### config.mk
export PLATFORM = sky130hd
export DESIGN_NAME = clksrc_mode_ctrl
export DESIGN_NICKNAME = d
export VERILOG_FILES = /design/src/rtl/clksrc_pkg.sv /design/src/rtl/clksrc_dp.sv /design/src/rtl/clksrc_fsm.sv /design/src/rtl/clksrc_mode_ctrl.sv
export SDC_FILE = /design/constraint.sdc
export NUM_CORES = 1
export LEC_CHECK = 0
export BUFFER_PORTS_ARGS = -buffer_cell sky130_fd_sc_hd__buf_4
export CAP_MARGIN = 40
export CELL_PAD_IN_SITES_DETAIL_PLACEMENT = 1
export CELL_PAD_IN_SITES_GLOBAL_PLACEMENT = 2
export CORE_ASPECT_RATIO = 0.75
export CORE_MARGIN = 10
export CORE_UTILIZATION = 31
export DETAILED_ROUTE_END_ITERATION = 12
export PLACE_DENSITY_LB_ADDON = 0.1
export SYNTH_ARGS = -nofsm -noshare
export SYNTH_HDL_FRONTEND = slang
export SYNTH_SLANG_ARGS = --single-unit
export TNS_END_PERCENT = 1
### constraint.sdc
create_clock -name clk -period 4.3 [get_ports clk]
set_clock_uncertainty 0.15 [all_clocks]
set_input_delay 0.86 -clock clk [delete_from_list [all_inputs] [get_ports clk]]
set_output_delay 0.86 -clock clk [all_outputs]
set_load 0.02 [all_outputs]
### src/rtl/clksrc_pkg.sv
package clksrc_pkg;

  // Run status: which oscillator drives the CPU
  typedef enum logic [1:0] {
    RS_INT  = 2'd0,  // internal only, high-speed stopped
    RS_BOTH = 2'd1,  // internal drives CPU, high-speed running
    RS_HS   = 2'd2   // high-speed drives CPU
  } runState_t;

  // Low-power substate
  typedef enum logic [1:0] {
    LP_RUN  = 2'd0,
    LP_HALT = 2'd1,
    LP_STOP = 2'd2,
    LP_WAKE = 2'd3   // woken from stop in RS_HS, waiting for stabilization
  } lpMode_t;

  // Strobes from the control to the datapath
  typedef struct packed {
    logic hsOn;    // high-speed oscillator currently enabled
    logic selHs;   // CPU clock select currently on high-speed
  } dpStrobe_t;

endpackage

### src/rtl/clksrc_dp.sv
module clksrc_dp
  import clksrc_pkg::*;
#(
  parameter int CNT_W = 8
) (
  input  logic             clk,
  input  logic             rst,
  input  dpStrobe_t        strb,
  input  logic [CNT_W-1:0] stabLimit,
  output logic             stabDone,
  output logic             clkStatus
);

  logic [CNT_W-1:0] stabCnt;

  // Stabilization counter: clears while the oscillator is off, saturates at the limit
  always_ff @(posedge clk) begin
    if (rst) begin
      stabCnt <= '0;
    end else if (!strb.hsOn) begin
      stabCnt <= '0;
    end else if (stabCnt < stabLimit) begin
      stabCnt <= stabCnt + 1'b1;
    end
  end

  assign stabDone = (stabCnt >= stabLimit);

  // Clock status flag lags the select by one cycle
  always_ff @(posedge clk) begin
    if (rst) clkStatus <= 1'b0;
    else     clkStatus <= strb.selHs;
  end

  AST_STAB_HELD: assert property (@(posedge clk) disable iff (rst)
    (strb.hsOn && $past(strb.hsOn) && $past(stabDone) && $stable(stabLimit)) |-> stabDone);

  AST_STATUS_NEEDS_SEL: assert property (@(posedge clk) disable iff (rst)
    $rose(clkStatus) |-> $past(strb.selHs));

endmodule

### src/rtl/clksrc_fsm.sv
module clksrc_fsm
  import clksrc_pkg::*;
(
  input  logic      clk,
  input  logic      rst,
  input  logic      wrOscStop,
  input  logic      oscStopVal,
  input  logic      wrClkSel,
  input  logic      clkSelVal,
  input  logic      haltReq,
  input  logic      stopReq,
  input  logic      irq,
  input  logic      keepIntOsc,
  input  logic      stabDone,
  input  logic      clkStatus,
  output dpStrobe_t strb,
  output logic      intOscEn,
  output logic      hsOscEn,
  output logic      cpuClkSel,
  output logic      halted,
  output logic      stopped,
  output logic      errPulse
);

  runState_t runSt, runNx;
  lpMode_t   lp, lpNx;
  logic      errNx;

  always_comb begin
    runNx = runSt;
    lpNx  = lp;
    errNx = 1'b0;
    unique case (lp)
      LP_RUN: begin
        if (stopReq) begin
          lpNx = LP_STOP;
        end else if (haltReq) begin
          lpNx = LP_HALT;
        end else if (wrOscStop) begin
          if (!oscStopVal) begin
            if (runSt == RS_INT) runNx = RS_BOTH;
          end else if (runSt == RS_HS || clkStatus) begin
            errNx = 1'b1;
          end else begin
            runNx = RS_INT;
          end
        end else if (wrClkSel) begin
          if (clkSelVal) begin
            if (runSt == RS_INT || (runSt == RS_BOTH && !stabDone)) errNx = 1'b1;
            else runNx = RS_HS;
          end else if (runSt == RS_HS) begin
            runNx = RS_BOTH;
          end
        end
      end
      LP_HALT: if (irq) lpNx = LP_RUN;
      LP_STOP: if (irq) lpNx = (runSt == RS_HS) ? LP_WAKE : LP_RUN;
      LP_WAKE: if (stabDone) lpNx = LP_RUN;
      default: lpNx = LP_RUN;
    endcase
  end

  always_ff @(posedge clk) begin
    if (rst) begin
      runSt    <= RS_INT;
      lp       <= LP_RUN;
      errPulse <= 1'b0;
    end else begin
      runSt    <= runNx;
      lp       <= lpNx;
      errPulse <= errNx;
    end
  end

  assign hsOscEn    = (runSt != RS_INT) && (lp != LP_STOP);
  assign intOscEn   = (lp != LP_STOP) || keepIntOsc;
  assign cpuClkSel  = (runSt == RS_HS);
  assign halted     = (lp == LP_HALT);
  assign stopped    = (lp == LP_STOP) || (lp == LP_WAKE);
  assign strb.hsOn  = hsOscEn;
  assign strb.selHs = cpuClkSel;

  AST_SEL_AFTER_STABLE: assert property (@(posedge clk) disable iff (rst)
    $rose(cpuClkSel) |-> $past(stabDone));

  AST_ERR_KEEPS_STATE: assert property (@(posedge clk) disable iff (rst)
    errPulse |-> (runSt == $past(runSt)) && (lp == $past(lp)));

  AST_INT_ONLY_STATUS_LOW: assert property (@(posedge clk) disable iff (rst)
    (runSt == RS_INT) |-> !clkStatus);

  AST_HALT_HOLDS_RUN: assert property (@(posedge clk) disable iff (rst)
    (lp == LP_HALT && $past(lp) == LP_HALT) |-> $stable(runSt));

endmodule

### src/rtl/clksrc_mode_ctrl.sv
module clksrc_mode_ctrl
  import clksrc_pkg::*;
#(
  parameter int CNT_W = 8
) (
  input  logic             clk,
  input  logic             rst,
  input  logic             wrOscStop,
  input  logic             oscStopVal,
  input  logic             wrClkSel,
  input  logic             clkSelVal,
  input  logic             haltReq,
  input  logic             stopReq,
  input  logic             irq,
  input  logic             keepIntOsc,
  input  logic [CNT_W-1:0] stabLimit,
  output logic             intOscEn,
  output logic             hsOscEn,
  output logic             cpuClkSel,
  output logic             clkStatus,
  output logic             oscStable,
  output logic             halted,
  output logic             stopped,
  output logic             errPulse
);

  dpStrobe_t strb;

  clksrc_fsm u_fsm (
    .clk(clk), .rst(rst),
    .wrOscStop(wrOscStop), .oscStopVal(oscStopVal),
    .wrClkSel(wrClkSel), .clkSelVal(clkSelVal),
    .haltReq(haltReq), .stopReq(stopReq), .irq(irq),
    .keepIntOsc(keepIntOsc), .stabDone(oscStable), .clkStatus(clkStatus),
    .strb(strb), .intOscEn(intOscEn), .hsOscEn(hsOscEn),
    .cpuClkSel(cpuClkSel), .halted(halted), .stopped(stopped),
    .errPulse(errPulse)
  );

  clksrc_dp #(.CNT_W(CNT_W)) u_dp (
    .clk(clk), .rst(rst), .strb(strb), .stabLimit(stabLimit),
    .stabDone(oscStable), .clkStatus(clkStatus)
  );

endmodule

==> results of run 1 <==
## critical path, stage by stage
cell and delay, ns:
buf_4 0.08, inv_1 0.03, ha_1 0.31, nand2_1 0.08, o21ai_0 0.57, nor2_1 0.14, inv_1 0.19, buf_4 0.18
## power by group through the flow
stage | sequential [W] | clock, W | combinational [W]
floorplan | 0.000139 | 0 | 0.0000282
global placement | 0.000140 | 0 | 0.0000493
detailed placement | 0.000140 | 0 | 0.0000510
CTS | 0.000137 | 0.000113 | 0.0000512
global route | 0.000138 | 0.000119 | 0.0000565
finish | 0.000138 | 0.000109 | 0.0000505
## cell type report
type                    count  area share (%)
multi-input cells          94            51.6
flip-flops and latches     14            22.8
repair buffers             25            15.3
well taps                  38            3.87
clock buffers               3            3.36
inverters                  10            3.05
## how the worst min path moves through the flow
stage / startpoint / end / slack [ns] / cells past startpoint
2_1_floorplan: u_dp.stabCnt[7] / u_dp.stabCnt[7] / 0.31 / 2
3_3_place_gp: u_dp.stabCnt[7] / u_dp.stabCnt[7] / 0.32 / 2
3_5_place_dp: u_dp.stabCnt[7] / u_dp.stabCnt[7] / 0.33 / 2
4_1_cts: u_dp.stabCnt[7] / u_dp.stabCnt[7] / 0.34 / 2
5_1_grt: u_dp.stabCnt[7] / u_dp.stabCnt[7] / 0.37 / 2
6_report: u_dp.stabCnt[7] / u_dp.stabCnt[7] / 0.34 / 2
## placed cells by master (no fill, tap or decap), drive strengths merged, types with 3 or more instances in the layout
| cell | synthesis | routed |
|---|---|---|
| ha | 9 | 9 |
| o21ai | 8 | 8 |
| nand4 | 5 | 5 |
| or4 | 4 | 4 |
| o211ai | 4 | 4 |
| nand2 | 6 | 6 |
| nand3 | 4 | 4 |
| or3 | 5 | 5 |
| buf | 1 | 25 |
| clkbuf | 3 | 3 |
| a31oi | 3 | 3 |
| nor2 | 6 | 6 |
| inv | 10 | 10 |
| dfxtp | 14 | 14 |
| nor2b | 7 | 7 |
| a21oi | 14 | 14 |
## layer usage
metal  global-route usage (%)  vias up  share of wire (%)
met3                     3.91        2                4.2
met5                        0        -                  0
met4                     2.46        0               0.50
li1                         -      502                  -
met2                     15.0       12                 45
met1                     12.9      474                 51
## registers in the layout, indices dropped and copies added (netlist names)
name / count
u_dp.stabCnt: 8
u_dp.clkStatus: 1
u_fsm.lp: 2
u_fsm.errPulse: 1
u_fsm.runSt: 2
## metrics by stage
step / setup slack, ns / hold slack [ns] / util (%) / instance area, sq um
after floorplan: 1.33 / 0.306 / - / 968
after global placement: 0.964 / 0.322 / 39.9 / 1190
after detailed placement: 0.844 / 0.328 / 39.9 / 1190
after CTS: 0.838 / 0.336 / 41.3 / 1230
after global routing: 0.606 / 0.373 / 41.3 / 1230
final: 0.851 / 0.336 / 41.3 / 1230
## cells by family (layout without fill, tap and decap cells)
kind of cell | count (synthesis) | in the layout | share of synthesized area (%)
muxes | 1 | 1 | 1.16
AOI/OAI and AO/OA | 40 | 40 | 26.1
adders and majority gates | 9 | 9 | 11.6
and+or+nand+nor | 44 | 44 | 26.6
DFF | 14 | 14 | 28.9
buffers and inverters | 14 | 38 | 5.56
==> key figures, run 1 <==
Route
  • Drt wl/cell: 15.4 um
  • DRC: 0
  • Final ANT Viol Nets: 0
  • Final wirelength: 2830 um
  • Vias/cell: roughly 5.4
  • Initial DRC Count: 42
  • Routed via count: between 900 and 1k
  • TritonRoute pass-1 iters: 2

Flow run
  • Max-cap violation count: 0

Pwr
  • Final Total Pwr: just under 0.0003 W
  • Sw Ratio: about a quarter
  • Sequential share of power: a little under half
  • Clock Power Share: 36.7%
  • Leak: 0.524 nW
  • Net load switching power: 0.0000759 W
  • Int Pwr: 0.000221 W
  • Comb power frac: about 17%
  • Worst vdd ir: about 0.00012 V
  • PD cells: approximately 240 mW/mm^2

Clocking
  • Post-CTS sizing: 0
  • Worst-case clock buffer depth: 2
  • Post-CTS setup buffer count: 0
  • Clock sinks: 14
  • TritonCTS Buffers: 3
  • CTS root buffer: clkbuf_8
  • Max H-tree Level: 1
  • Worst-path clk slew: 0.06 ns
  • Clock Latency Late Sink: 0.24 ns
  • CTS tree: done
  • Cts hold-fix bufs: 0

Worst setup path
  • Crit Reg-Reg Endpoint: u_dp.stabCnt[7]
  • Req. time, crit path: 3.29 ns
  • Internal reg-to-reg setup slack: approximately 2.1 ns
  • CP Max Fanout: 7
  • CP endpoint kind: output pin
  • FF-to-FF Start: u_dp.stabCnt[1]
  • Critical path launch point type: primary input
  • Setup CP Type: primary input to output pin
  • Critical path startpoint: stabLimit[7]
  • Setup crit end: oscStable
  • Critical path data arrival time: around 2.4 ns
  • Path depth of the worst reg2reg path: 6

Logic synthesis
  • Yosys top cell by area: dfxtp_1
  • Cell area after synthesis: around 970 sq um
  • YS warnings: 0
  • Async SR Flop Fraction: 0%
  • Synth top area share: between 20% and 30%
  • Cell variety after synth: 34
  • Syn Inst Count: around 120
  • Count leader, synth: dfxtp_1
  • Post-synth EDFFs: 0
  • Syn_area_per_cell: approximately 7.9 sq um
  • Ranking of synthesized cells by area: dfxtp_1 29%, ha_1 12%, a21oi_1 6.7%
  • Most instantiated cells after synthesis: 14 x dfxtp_1, 13 x a21oi_1, 10 x inv_1, 9 x ha_1, 7 x o21ai_0
  • Main synth FF type: dfxtp_1
  • Synth Net Count: 149
  • Seq/Total Area, Yosys: about 29%
  • FF+latch count, synth: 14

Cells and area
  • Ratio of cells with drive above 1 in the final layout: between 20% and 30%
  • Filler cells: 375
  • Area occupied by multi-input gates: around 630 sq um
  • Nets: 175
  • Antenna cells: 0
  • Reg area: 280 sq um
  • Layout area overhead: 26.9%
  • Non-Filler Instances: ~180

Global route
  • GRT Util Overall: around 9.9%
  • Largest net degree at the start of global routing: 15
  • First-pass GRT wire length: 4640 um
  • Initial antenna violation count: 0
  • Vias in the first global route: slightly above 900
  • GRT overflow: 0

Floorplan
  • Initial core utilization: approximately 33%
  • I/O Pins: 26
  • CORE AREA: 0.00298 sq mm
  • Die Footprint: about 0.0058 sq mm
  • Chip height: around 68 um
  • Horiz. Die Dim: between 80 and 90 um
  • Rows: 17

Placed design
  • I/O Buffers: 25
  • Routability cong.: between 0.7 and 0.8
  • DP Cell Count: 181
  • Dpl hpwl: ~2300 um

STA
  • Slew headroom: a little under half
  • Fin. max-slew vios: 0
  • Hold Fails Final Rpt: 0
  • Worst-margin pin slew: 0.817 ns
  • Minimum clock period: around 3.4 ns
  • Max Freq: just under 300 MHz
  • Crit share post-route: 80.2%
  • Setup-failing EPs final: 0
  • Final TNS setup: 0 ns
  • Unrepaired setup endpoints after global routing: false

Min path
  • Hold WC Path Type: flip-flop to flip-flop

Outcome
  • Status: complete, no violations
Note: power is estimated with default switching activity, not from simulation.
==> run 2: changes to the inputs <==
CORE_UTILIZATION = 29   (was 31)
clock period = 3.3 ns   (was 4.3 ns; I/O delays follow)
==> run 2 against run 1 <==
Final cell count up 1.6%. Routed wire length down 0.60%. Clock power up 31%. Highest routed layer unchanged. Combinational power up 30%. Sequential share of layout area down 0.18 points. Critical path type unchanged. Utilization down 3.1 points. Count of clock-buffer cells in the layout unchanged.
==> key figures, run 2 (synthesis results as in run 1) <==
Outcome
  • Status: complete, no violations

Floorplan
  • Horiz. Die Dim: 86.7 um (+2.6%)
  • Die Footprint: 0.00607 sq mm (+5.0%)
  • Chip height: 70.0 um (+2.4%)
  • Initial core utilization: 29.9% (-2.7 points)
  • CORE AREA: 0.00324 sq mm (+8.9%)
  • Rows: 18 (+1)
  • I/O Pins: 26 (unchanged)

STA
  • Crit share post-route: between 80 and 90%
  • Slew headroom: 34.7% (-11 points)
  • Minimum clock period: 2.85 ns
  • Max Freq: roughly 350 MHz
  • Final TNS setup: 0 ns (unchanged)
  • Setup-failing EPs final: 0 (unchanged)
  • Hold Fails Final Rpt: 0 (unchanged)
  • Fin. max-slew vios: 0 (unchanged)
  • Unrepaired setup endpoints after global routing: false
  • Worst-margin pin slew: 0.979 ns (+0.162 ns)

Pwr
  • Clock Power Share: 36.8% (about the same)
  • Sequential share of power: 46.3% (about the same)
  • Worst vdd ir: 0.000139 V (+21%)
  • Int Pwr: 0.000288 W (+30%)
  • Comb power frac: 16.9% (about the same)
  • Sw Ratio: 25.6% (+0.059 points)
  • Leak: 0.529 nW (+1.0%)
  • Final Total Pwr: 0.000388 W (+30%)
  • Net load switching power: 0.0000992 W (+31%)
  • PD cells: 313 mW/mm^2 (+29%)

Worst setup path
  • WP buf/inv: 4 (unchanged)
  • CP max stage cell: ha_1
  • Critical path depth: 9 (+1)
  • Worst stage delay on the critical path: 0.29 ns (-0.28 ns)
  • CP Max Fanout: 5 (-2)
  • Setup CP Type: primary input to output pin
  • Critical path data arrival time: 2.04 ns (-0.40 ns)
  • Req. time, crit path: 2.49 ns (-0.80 ns)
  • Setup crit end: oscStable
  • CP delay by family, top: buffers and inverters
  • Crit path cell chain: buf_4, inv_1, ha_1, nor2b_1, o211ai_1, a31oi_1, nor2_1, inv_1, buf_4
  • Crit Reg-Reg Endpoint: u_dp.stabCnt[5]
  • FF-to-FF Start: u_dp.stabCnt[1]
  • CP endpoint kind: output pin
  • Internal reg-to-reg setup slack: 0.99 ns (-1.15 ns)
  • Critical path startpoint: stabLimit[1]
  • Critical path launch point type: primary input
  • Path depth of the worst reg2reg path: 6 (unchanged)

Global route
  • First-pass GRT wire length: 4810 um (+3.7%)
  • Initial antenna violation count: 0 (unchanged)
  • Largest net degree at the start of global routing: 15 (unchanged)
  • Vias in the first global route: 996 (+6.8%)
  • GRT Util Overall: 9.50% (-0.44 points)
  • GRT overflow: 0 (unchanged)

Route
  • TritonRoute pass-1 iters: 4 (+2)
  • Routed via count: 962 (-2.8%)
  • Drt wl/cell: 15.0 um (-2.2%)
  • Final wirelength: 2810 um (-0.60%)
  • Vias/cell: 5.14 (-4.4%)
  • DRC: 0 (unchanged)
  • Initial DRC Count: 52 (+24%)
  • Final ANT Viol Nets: 0 (unchanged)

Cells and area
  • Top Registers: u_dp.stabCnt: 8 flops, u_fsm.lp: 2 flops, u_fsm.runSt: 2 flops
  • Max reg flops: 8 (unchanged)
  • Antenna cells: 0 (unchanged)
  • Post-route design area: 0.00124 sq mm (+0.81%)
  • Most frequent cells in the layout: 26 x buf_4, 14 x dfxtp_1, 13 x a21oi_1
  • Ratio of cells with drive above 1 in the final layout: 23.1% (+0.53 points)
  • Reg with most FFs: u_dp.stabCnt
  • Nets: 176 (+0.57%)
  • Commonest non-fill, non-tap cell in the layout: buf_4
  • Filler cells: 415 (+11%)
  • Layout area overhead: 27.9%
  • Final Util: 38.2% (-3.1 points)

Placed design
  • Routability cong.: 0.758 (+1.6%)
  • Dpl hpwl: 2300 um (-1.6%)
  • Area post-placement: 0.00120 sq mm (+0.84%)
  • I/O Buffers: 25 (unchanged)

Clocking
  • Max H-tree Level: 1 (unchanged)
  • Post-CTS sizing: 0 (unchanged)
  • Clock sinks: 14 (unchanged)
  • Worst-case clock buffer depth: 2 (unchanged)
  • Worst-path clk slew: 0.05 ns (about the same)
  • CTS tree: done
  • Cts hold-fix bufs: 0 (unchanged)
  • Post-CTS setup buffer count: 0 (unchanged)
  • TritonCTS Buffers: 3 (unchanged)
  • Clock Latency Late Sink: 0.25 ns (about the same)
  • CTS root buffer: clkbuf_8

Flow run
  • Max-cap violation count: 0 (unchanged)

Min path
  • Hold WC Path Type: flip-flop to flip-flop
run 2: changes by cell type in the layout (fill, tap and decap cells not counted):
cell and delta:
buf_4 +1
run 2: area by class of cell:
cell class              instances  area, sq um  share of cell area (%)
clock buffers                   3         41.3                    3.33
well taps                      40         50.0                    4.04
flip-flops and latches         14          280                    22.6
multi-input cells              94          634                    51.2
inverters                      10         37.5                    3.03
repair buffers                 26          195                    15.8
run 2: power by group through the flow:
stage / logic [W] / clock network [W] / registers [W]
2_1_floorplan: 0.0000367 / 0 / 0.000181
3_3_place_gp: 0.0000645 / 0 / 0.000183
3_5_place_dp: 0.0000661 / 0 / 0.000183
4_1_cts: 0.0000663 / 0.000147 / 0.000180
5_1_grt: 0.0000727 / 0.000156 / 0.000181
6_report: 0.0000655 / 0.000143 / 0.000180
run 2: worst min-delay path by stage:
stage | startpoint | end | slack [ns] | depth (start not counted)
after CTS | u_dp.stabCnt[7] | u_dp.stabCnt[7] | 0.35 | 2
final | u_dp.stabCnt[7] | u_dp.stabCnt[7] | 0.35 | 2
after global placement | u_dp.stabCnt[7] | u_dp.stabCnt[7] | 0.32 | 2
after global routing | u_dp.stabCnt[7] | u_dp.stabCnt[7] | 0.38 | 2
after floorplan | u_dp.stabCnt[7] | u_dp.stabCnt[7] | 0.31 | 2
after detailed placement | u_dp.stabCnt[7] | u_dp.stabCnt[7] | 0.34 | 2
run 2: metal layers:
metal  vias up  global-route usage [%]  wire [um]
met5         -                       0          0
met4         0                    2.15         22
met3         2                    3.48        134
met2        11                    13.9       1260
met1       445                    12.8       1400
li1        504                       -          -
run 2: stage by stage:
stage | hold slack (ns) | setup WS (ns) | instances
finish | 0.347 | 0.446 | 187
global route | 0.381 | 0.331 | 187
CTS | 0.349 | 0.421 | 187
detailed placement | 0.341 | 0.422 | 184
global placement | 0.321 | 0.468 | 184
floorplan | 0.306 | 0.731 | 122
run 2: tightest hold or removal path, stage by stage (launching register included):
cell and delay, ns:
dfxtp_1 0.32, o31ai_1 0.07, a21oi_1 0.06
